===== src/rtl/bcs_pkg.sv =====
package bcs_pkg;

    typedef enum logic [2:0] {
        ST_IDLE = 3'd0,
        ST_T1   = 3'd1,
        ST_T2   = 3'd2,
        ST_T3   = 3'd3,
        ST_TW   = 3'd4,
        ST_T4   = 3'd5,
        ST_HOLD = 3'd6
    } bus_state_e;

    localparam logic [2:0] KIND_MEM_RD = 3'd0;
    localparam logic [2:0] KIND_MEM_WR = 3'd1;
    localparam logic [2:0] KIND_IO_RD  = 3'd2;
    localparam logic [2:0] KIND_IO_WR  = 3'd3;
    localparam logic [2:0] KIND_ACK    = 3'd4;

    typedef struct packed {
        logic is_io;
        logic is_wr;
        logic is_ack;
        logic single;
    } cyc_attr_t;

    function automatic cyc_attr_t decode_kind(logic [2:0] kind, logic single);
        cyc_attr_t a;
        a.is_ack = (kind == KIND_ACK);
        a.is_io  = (kind == KIND_IO_RD) || (kind == KIND_IO_WR);
        a.is_wr  = (kind == KIND_MEM_WR) || (kind == KIND_IO_WR);
        a.single = single;
        return a;
    endfunction

endpackage


===== src/rtl/bcs_fsm.sv =====
module bcs_fsm
    import bcs_pkg::*;
#(
    parameter int ADDR_W = 20,
    parameter int DATA_W = 8
) (
    input  logic              clk,
    input  logic              rst,
    input  logic              req_valid,
    input  logic [2:0]        req_kind,
    input  logic [ADDR_W-1:0] req_addr,
    input  logic [DATA_W-1:0] req_wdata,
    input  logic              mode_single,
    input  logic              ready,
    input  logic              hold,
    output bus_state_e        state,
    output cyc_attr_t         attr,
    output logic [ADDR_W-1:0] addr_q,
    output logic [DATA_W-1:0] wdata_q,
    output logic              final_cyc
);

    bus_state_e st_q, st_d;
    cyc_attr_t  attr_q;
    logic       second_q;
    logic       accept;
    logic       repeat_ack;

    // Next-state logic
    always_comb begin
        st_d = st_q;
        unique case (st_q)
            ST_IDLE: begin
                if (hold)           st_d = ST_HOLD;
                else if (req_valid) st_d = ST_T1;
            end
            ST_T1: st_d = ST_T2;
            ST_T2: st_d = ST_T3;
            ST_T3: st_d = ready ? ST_T4 : ST_TW;
            ST_TW: st_d = ready ? ST_T4 : ST_TW;
            ST_T4: begin
                if (attr_q.is_ack && !attr_q.single && !second_q) st_d = ST_T1;
                else                                              st_d = ST_IDLE;
            end
            ST_HOLD: begin
                if (!hold) st_d = req_valid ? ST_T1 : ST_IDLE;
            end
            default: st_d = ST_IDLE;
        endcase
    end

    assign accept     = (st_d == ST_T1) && ((st_q == ST_IDLE) || (st_q == ST_HOLD));
    assign repeat_ack = (st_q == ST_T4) && (st_d == ST_T1);

    // State and request registers
    always_ff @(posedge clk) begin
        if (rst) begin
            st_q     <= ST_IDLE;
            attr_q   <= '0;
            addr_q   <= '0;
            wdata_q  <= '0;
            second_q <= 1'b0;
        end else begin
            st_q <= st_d;
            if (accept) begin
                attr_q   <= decode_kind(req_kind, mode_single);
                addr_q   <= req_addr;
                wdata_q  <= req_wdata;
                second_q <= 1'b0;
            end else if (repeat_ack) begin
                second_q <= 1'b1;
            end
        end
    end

    assign state     = st_q;
    assign attr      = attr_q;
    assign final_cyc = !attr_q.is_ack || attr_q.single || second_q;

    // The bus is only ever released from the idle boundary
    AST_HOLD_AT_BOUNDARY: assert property (@(posedge clk) disable iff (rst)
        (st_q == ST_HOLD && $past(st_q) != ST_HOLD) |-> $past(st_q) == ST_IDLE);

    // A wait state is entered only from T3 or another wait state
    AST_WAIT_ORIGIN: assert property (@(posedge clk) disable iff (rst)
        (st_q == ST_TW) |-> ($past(st_q) == ST_T3 || $past(st_q) == ST_TW));

endmodule


===== src/rtl/bcs_outdec.sv =====
module bcs_outdec
    import bcs_pkg::*;
#(
    parameter int ADDR_W = 20,
    parameter int DATA_W = 8
) (
    input  logic                     clk,
    input  logic                     rst,
    input  bus_state_e               state,
    input  cyc_attr_t                attr,
    input  logic [ADDR_W-1:0]        addr_q,
    input  logic [DATA_W-1:0]        wdata_q,
    input  logic                     final_cyc,
    output logic [ADDR_W-DATA_W-1:0] addr_hi,
    output logic [DATA_W-1:0]        ad_out,
    output logic                     ad_oe,
    output logic                     ale,
    output logic                     io_m,
    output logic                     rd_en,
    output logic                     wr_en,
    output logic                     ack_en,
    output logic                     dt_r,
    output logic                     den,
    output logic                     lock,
    output logic                     hlda,
    output logic                     bus_float,
    output logic                     done
);

    localparam int HI_W  = ADDR_W - DATA_W;
    localparam int MID_W = HI_W - 4;

    logic in_cyc;
    logic strobe_ph;
    logic [3:0] status;

    always_comb begin
        in_cyc    = (state == ST_T1) || (state == ST_T2) || (state == ST_T3) ||
                    (state == ST_TW) || (state == ST_T4);
        strobe_ph = (state == ST_T2) || (state == ST_T3) || (state == ST_TW);
        status    = {1'b0, attr.is_ack, attr.is_io, attr.is_wr};

        ale       = (state == ST_T1);
        hlda      = (state == ST_HOLD);
        bus_float = (state == ST_HOLD);

        if (state == ST_T1) begin
            addr_hi = addr_q[ADDR_W-1:DATA_W];
            ad_out  = addr_q[DATA_W-1:0];
        end else if (in_cyc) begin
            addr_hi = {status, addr_q[DATA_W+MID_W-1:DATA_W]};
            ad_out  = attr.is_wr ? wdata_q : '0;
        end else begin
            addr_hi = '0;
            ad_out  = '0;
        end

        ad_oe  = !attr.is_ack && ((state == ST_T1) || (attr.is_wr && in_cyc));
        io_m   = in_cyc && (attr.is_io || attr.is_ack);
        rd_en  = strobe_ph && !attr.is_wr && !attr.is_ack;
        wr_en  = strobe_ph && attr.is_wr;
        ack_en = strobe_ph && attr.is_ack;
        dt_r   = in_cyc && attr.is_wr;
        den    = strobe_ph;
        lock   = in_cyc && attr.is_ack && !attr.single;
        done   = (state == ST_T4) && final_cyc;
    end

    AST_ONE_STROBE: assert property (@(posedge clk) disable iff (rst)
        $onehot0({rd_en, wr_en, ack_en}));

    AST_READ_FLOATS: assert property (@(posedge clk) disable iff (rst)
        (rd_en || ack_en) |-> !ad_oe);

    AST_HOLD_QUIET: assert property (@(posedge clk) disable iff (rst)
        hlda |-> (!ad_oe && !ale && !rd_en && !wr_en && !ack_en && bus_float));

    AST_DONE_AFTER_STROBE: assert property (@(posedge clk) disable iff (rst)
        done |-> $past(rd_en || wr_en || ack_en));

endmodule


===== src/rtl/bcs_rdcap.sv =====
module bcs_rdcap
    import bcs_pkg::*;
#(
    parameter int DATA_W = 8
) (
    input  logic              clk,
    input  logic              rst,
    input  bus_state_e        state,
    input  cyc_attr_t         attr,
    input  logic              final_cyc,
    input  logic              ready,
    input  logic [DATA_W-1:0] ad_in,
    output logic [DATA_W-1:0] rdata
);

    logic take;

    assign take = ((state == ST_T3) || (state == ST_TW)) && ready &&
                  !attr.is_wr && final_cyc;

    always_ff @(posedge clk) begin
        if (rst)       rdata <= '0;
        else if (take) rdata <= ad_in;
    end

    // Captured byte stays put unless a final read phase completes
    AST_RDATA_HOLDS: assert property (@(posedge clk) disable iff (rst)
        (state == ST_TW && $past(state) == ST_TW) |-> $stable(rdata));

endmodule


===== src/rtl/bus_cycle_seq.sv =====
module bus_cycle_seq
    import bcs_pkg::*;
#(
    parameter int ADDR_W = 20,
    parameter int DATA_W = 8
) (
    input  logic                     clk,
    input  logic                     rst,
    input  logic                     req_valid,
    input  logic [2:0]               req_kind,
    input  logic [ADDR_W-1:0]        req_addr,
    input  logic [DATA_W-1:0]        req_wdata,
    input  logic                     mode_single,
    input  logic                     ready,
    input  logic                     hold,
    input  logic [DATA_W-1:0]        ad_in,
    output logic [ADDR_W-DATA_W-1:0] addr_hi,
    output logic [DATA_W-1:0]        ad_out,
    output logic                     ad_oe,
    output logic                     ale,
    output logic                     io_m,
    output logic                     rd_en,
    output logic                     wr_en,
    output logic                     ack_en,
    output logic                     dt_r,
    output logic                     den,
    output logic                     lock,
    output logic                     hlda,
    output logic                     bus_float,
    output logic [DATA_W-1:0]        rdata,
    output logic                     done
);

    bus_state_e        state;
    cyc_attr_t         attr;
    logic [ADDR_W-1:0] addr_q;
    logic [DATA_W-1:0] wdata_q;
    logic              final_cyc;

    bcs_fsm #(.ADDR_W(ADDR_W), .DATA_W(DATA_W)) u_fsm (
        .clk         (clk),
        .rst         (rst),
        .req_valid   (req_valid),
        .req_kind    (req_kind),
        .req_addr    (req_addr),
        .req_wdata   (req_wdata),
        .mode_single (mode_single),
        .ready       (ready),
        .hold        (hold),
        .state       (state),
        .attr        (attr),
        .addr_q      (addr_q),
        .wdata_q     (wdata_q),
        .final_cyc   (final_cyc)
    );

    bcs_outdec #(.ADDR_W(ADDR_W), .DATA_W(DATA_W)) u_outdec (
        .clk       (clk),
        .rst       (rst),
        .state     (state),
        .attr      (attr),
        .addr_q    (addr_q),
        .wdata_q   (wdata_q),
        .final_cyc (final_cyc),
        .addr_hi   (addr_hi),
        .ad_out    (ad_out),
        .ad_oe     (ad_oe),
        .ale       (ale),
        .io_m      (io_m),
        .rd_en     (rd_en),
        .wr_en     (wr_en),
        .ack_en    (ack_en),
        .dt_r      (dt_r),
        .den       (den),
        .lock      (lock),
        .hlda      (hlda),
        .bus_float (bus_float),
        .done      (done)
    );

    bcs_rdcap #(.DATA_W(DATA_W)) u_rdcap (
        .clk       (clk),
        .rst       (rst),
        .state     (state),
        .attr      (attr),
        .final_cyc (final_cyc),
        .ready     (ready),
        .ad_in     (ad_in),
        .rdata     (rdata)
    );

    // Every bus output is frozen from one wait state to the next
    AST_WAIT_FREEZE: assert property (@(posedge clk) disable iff (rst)
        (state == ST_TW && $past(state) == ST_TW) |->
        $stable({addr_hi, ad_out, ad_oe, rd_en, wr_en, ack_en, io_m, dt_r, den, lock}));

    // A locked acknowledge keeps the bus away from the external master
    AST_LOCK_NO_GRANT: assert property (@(posedge clk) disable iff (rst)
        lock |=> !hlda);

endmodule


===== config.mk =====
export PLATFORM = sky130hd
export DESIGN_NAME = bus_cycle_seq
export DESIGN_NICKNAME = d
export VERILOG_FILES = /design/src/rtl/bcs_pkg.sv /design/src/rtl/bcs_fsm.sv /design/src/rtl/bcs_outdec.sv /design/src/rtl/bcs_rdcap.sv /design/src/rtl/bus_cycle_seq.sv
export SDC_FILE = /design/constraint.sdc
export NUM_CORES = 1
export LEC_CHECK = 0
export ABC_CLOCK_PERIOD_IN_PS = 2400
export BUFFER_PORTS_ARGS = -buffer_cell sky130_fd_sc_hd__buf_2
export CAP_MARGIN = 20
export CORE_MARGIN = 1.5
export CORE_UTILIZATION = 40
export DETAILED_ROUTE_END_ITERATION = 10
export PLACE_DENSITY = 0.66
export SYNTH_ARGS = -nofsm -noshare
export SYNTH_HDL_FRONTEND = slang
export SYNTH_HIERARCHICAL = 1
export SYNTH_SLANG_ARGS = --single-unit

===== constraint.sdc =====
create_clock -name clk -period 2.4 [get_ports clk]
set_clock_uncertainty 0.2 [all_clocks]
set_input_delay 0.48 -clock clk [delete_from_list [all_inputs] [get_ports clk]]
set_output_delay 0.48 -clock clk [all_outputs]
set_load 0.02 [all_outputs]

# Word-level counts from Yosys, hierarchy flattened
# Cells that the tools add are included.
# Widths: inputs -> output; s select.
[word_totals] regBits=44 in_bits=45
[classes] eq_ne=11 mux=12 n_reduce_logical=38
[ops] operator="$mux 8" n=3
[ops] operator="$pmux 3 s6" n=1
[ops] operator="$logic_and 1x1->1" n=17
[ops] operator="$logic_or 1x1->1" n=14
[ops] operator="$eq 3x2->1 const B" n=4
[ops] operator="$eq 3x3->1 const B" n=4
[ops] operator="$mux 12" n=1
[ops] operator="$mux 11" n=1
[ops] operator="$eq 3x1->1 const B" n=3
[ops] operator="$mux 3" n=3
[ops] operator="$logic_not 1->1" n=4
[ops] operator="$reduce_or 2->1" n=2
[ops] operator="$logic_not 3->1" n=1
[ops] operator="$mux 1" n=3

# Longest topological paths before layout
[depth] word_depth=8 ltp_mapped=6 mapped_depth_nobuf=5

# Modules after synthesis
# The synthesis kept the hierarchy.
[modules_own_cells] mod="bcs_fsm" n_inst=1 cells_per_inst=175 area_each_um2=1521.5 seq_area_each_um2=720.7
[modules_own_cells] mod="bcs_outdec" n_inst=1 cells_per_inst=77 area_each_um2=568.0 seq_area_each_um2=0.0
[modules_own_cells] mod="bcs_rdcap" n_inst=1 cells_per_inst=37 area_each_um2=386.6 seq_area_each_um2=160.2

# Worst setup path after synthesis
# Ideal clock, no wire load.
[synth_timing] path_type="reg-to-output" start="register u_fsm.st_q[1] (netlist: u_fsm/state[1])" end="output port ad_out[0]" arrival_ps=1460 setup_slack_ps=260 stages_incl_launch_ff=4 n_path_buf=1 path_cell_list="dfxtp_1 -> buf_4 -> mux2_2 -> o22ai_1"
[synth_via] elab_chain_len=7 elab_cells_between_ends=11
[synth_lines] element="start, declared" line_no="bcs_fsm.sv:23" text="bus_state_e st_q, st_d;"
[synth_lines] element="start signal, assigned" line_no="bcs_fsm.sv:64" text="st_q <= st_d;"
[synth_lines] element="$eq 3x1->1 / $eq 3x2->1 (equally long branches)" line_no="bcs_outdec.sv:38, bcs_outdec.sv:47"
[synth_lines] element="$logic_or 1x1->1 (3 in a row)" line_no="bcs_outdec.sv:38" text="in_cyc = (state == ST_T1) || (state == ST_T2) || (state == ST_T3) ||"
[synth_lines] element="$logic_or 1x1->1" line_no="bcs_outdec.sv:39" text="(state == ST_TW) || (state == ST_T4);"
[synth_lines] element="$mux 8" line_no="bcs_outdec.sv:50" text="end else if (in_cyc) begin"
[synth_lines] element="$mux 8 (*)" line_no="bcs_outdec.sv:47" text="if (state == ST_T1) begin"
[synth_lines] element="end, declared" line_no="bus_cycle_seq.sv:18" text="output logic [DATA_W-1:0] ad_out,"
# Mark *: on every way between the ends. The rest lies on a longest branch, timed or not.

# Worst setup path in the final report
[layout_timing] start="register u_fsm.st_q[1] (netlist: u_fsm/state[1])" end="output port addr_hi[11]"
[layout_via] elab_chain_len=2
[layout_lines] element="$eq 3x1->1" line_no="bcs_outdec.sv:47"
[layout_lines] element="$mux 12" line_no="bcs_outdec.sv:47"
[layout_lines] element="end, declared" line_no="bus_cycle_seq.sv:17" text="output logic [ADDR_W-DATA_W-1:0] addr_hi,"
# Every way passes these cells.

==> metrics.csv <==
stage,metric,value,unit
place,gp_congestion,0.799,
route,drt_wl_total,6.33,mm
synthesis,async_flop_share,0,
worst_setup_path,cp_cell_sequence,"and2b_1, nor2b_1, and2_1, buf_2",
cts,clk_pin_slew,90,ps
sta,worst_pin_slew,628,ps
synthesis,synth_xor_area_frac,0,
route,drt-vias-per-instance,5.36,
global_routing,track_usage,0.193,
synthesis,synthAdderAreaFrac,0,
worst_setup_path,critPathKind,reg -> out,
synthesis,synth_area_per_cell,8.57,µm²
power_and_ir_drop,p_per_area,684,mW/mm²
synthesis,ys_warn_count,6,
worst_setup_path,worstPathArrival,1650,ps
cts,cts_buffer_depth,2,
power_and_ir_drop,cellLeakagePower,1.23,nW
power_and_ir_drop,peakVddDrop,0.318,mV
synthesis,synth.distinct_cells,45,
cts,htree_levels,2,
sta,fmax,430,MHz
worst_setup_path,crit_path_top_delay_cell,dfxtp_4,
floorplan,die_y,81.7,µm
cts,cts_made_buffers,5,
cts,cts_tree,done,
sta,finalCritPeriodShare,0.970,
sta,fin_tns_setup,0,ps
floorplan,core_area,0.00596,mm²
place,hpwlAfterDp,4.40,mm
route,first_pass_iters,4,
worst_setup_path,cp_slowest_stage_delay,390,ps
synthesis,synthFlopType,dfxtp_1,
cts,clock_latency,300,ps
layout,area.growth.synth_to_final,23.3,%
route,drc,0,
floorplan,die_area,0.00667,mm²
route,vias,2362,
sta,max-slew-margin-rel,0.580,
run_status,status,"complete, no violations",
synthesis,synth_compound_area_frac,0.233,
floorplan,io_pins,85,
sta,drv_slew,0,
layout,num-nets-final,410,
route,antenna_left,0,
worst_setup_path,start_kind,register,
global_routing,grt_max_degree,41,
worst_hold_path,hold_path_class,in -> reg,
cts,clock_sinks,44,
worst_setup_path,end_kind,output pin,
route,first_iter_violations,136,
worst_setup_path,critPathBufInv,1,
synthesis,ys_seq_elements,44,
sta,hold_ws,220,ps
synthesis,yosysTopAreaCell,dfxtp_1,
floorplan,die_w,81.7,µm
worst_setup_path,cp_max_fo,8,
cts,cts-root-buf,clkbuf_8,
global_routing,grt_overflow,0,
synthesis,syn_nets,334,
synthesis,synth_area_leaders,"dfxtp_1 36%, a21oi_1 7.5%, nand3_1 6.1%",
synthesis,synth_common_cells,"44 x dfxtp_1, 37 x a21oi_1, 30 x nand3_1, 25 x o21ai_0, 21 x nand2b_1",
layout,final_cell_count_no_fill,441,
sta,setup_violations,0,
sta,rsz0062_at_grt,false,
synthesis,ys_seq_area_frac,0.356,
sta,hold_viol_final,0,
layout,antennaDiodeCount,0,
global_routing,antenna_found_initial,0,
synthesis,synth_simple_gate_area_frac,0.253,
synthesis,synthMuxAreaShare,0.0803,
synthesis,netlist.area_leader.share,0.356,
synthesis,synth_area,0.00248,mm²
synthesis,synth_edf_count,0,
worst_setup_path,crit_required,1720,ps
floorplan,fp-row-count,28,
synthesis,synth_top_family_by_area,simple AND/OR/NAND/NOR gates,
sta,min_period,2330,ps
layout,drive_above_1_share,0.374,
cts,cts_setup_buffers,0,
place,port_buffers,84,
layout,final_util,0.513,
synthesis,yosysMostFrequentCell,dfxtp_1,
worst_setup_path,critPathTopFamily,simple AND/OR/NAND/NOR gates,
synthesis,synthCells,289,
global_routing,grt_pass1_vias,2206,
place,place_inst,433,
floorplan,floorplan.initialDensity,0.416,
flow_run,drv_cap,0,
global_routing,grt_pass1_wl,9.97,mm
route,avgRoutedWirePerCell,14.3,µm
logic make-up (layout without fill, tap and decap cells):
| logic type | count (synthesis) | in the layout |
|---|---|---|
| flops | 44 | 44 |
| compound gates | 91 | 91 |
| mux | 17 | 17 |
| buf+inv | 30 | 107 |
| simple gates | 107 | 107 |
cells in the final DEF (no fill, tap or decap), types with 4 or more instances in the layout:
| master | synthesis | routed |
|---|---|---|
| a21oi_1 | 37 | 37 |
| a221oi_1 | 4 | 4 |
| and2_1 | 10 | 10 |
| buf_2 | 6 | 84 |
| buf_4 | 5 | 11 |
| clkbuf_8 | 0 | 5 |
| dfxtp_1 | 44 | 40 |
| mux2_4 | 5 | 5 |
| mux2i_1 | 9 | 8 |
| nand2_1 | 13 | 13 |
| nand2_2 | 5 | 5 |
| nand2b_1 | 21 | 20 |
| nand3_1 | 30 | 30 |
| nor2_1 | 7 | 7 |
| o21ai_0 | 25 | 25 |
| o21ai_1 | 7 | 7 |
| o22ai_2 | 5 | 5 |
final cells by class:
class,count,area (µm²)
Clock inverter,3,42.5
Inverter,3,11.3
Fill cell,595,2900
Clock buffer,5,68.8
Sequential cell,44,888
Tap cell,75,93.8
Multi-Input combinational cell,215,1430
Timing Repair Buffer,96,523
routing by layer:
| metal | GRT usage | routed length, µm | vias up |
|---|---|---|---|
| li1 | - | - | 1183 |
| met1 | 0.241 | 2840 | 1107 |
| met2 | 0.321 | 3000 | 65 |
| met3 | 0.0544 | 400 | 7 |
| met4 | 0.0644 | 79 | 0 |
| met5 | 0 | 0 | - |
flip-flops by register name, summed over array words and instances, names as in the netlist:
name and count:
u_fsm/addr_q 20, u_fsm/attr 4, u_fsm/second_q 1, u_fsm/state 3
u_fsm/wdata_q 8, u_rdcap/rdata 8
timing repair:
action / 4_1_cts / 5_1_grt
hold buffers: 0 / 0
endpoints found under the setup margin: 22 / 24
endpoints found under the hold margin: 0 / 0
gates resized for setup: 4 / 4
path summary, 6_finish.rpt:
kind	start	end	slack [ps]	cells past startpoint
worst max-delay path	u_fsm/state[1]	addr_hi[11]	70	4
worst min-delay path	req_addr[2]	u_fsm/addr_q[2]	220	3
worst max register to register	u_fsm/state[2]	u_fsm/addr_q[4]	210	5
worst min register to register	u_fsm/second_q	u_fsm/second_q	270	2
stage by stage:
step                cell area, µm²  setup WS [ps]  power (W)
detailed placement            2920            144    0.00151
global route                  3050           36.2    0.00220
global placement              2920            190    0.00150
floorplan                     2480            260    0.00135
finish                        3050           72.2    0.00209
CTS                           3040           3.55    0.00209
worst reg2reg max path, delay by kind of cell, from the launching register on:
family           cells  cell delay, ps
AND/OR/NAND/NOR      1             280
AO/OA/AOI/OAI        4            1190
flip-flops           1             450
report_power, final:
group	switching, W	internal, W
Clock	0.000268	0.000308
Combinational	0.000425	0.000253
Sequential	0.0000467	0.000789
Total	0.000739	0.00135
(Power assumes the default switching activity.)
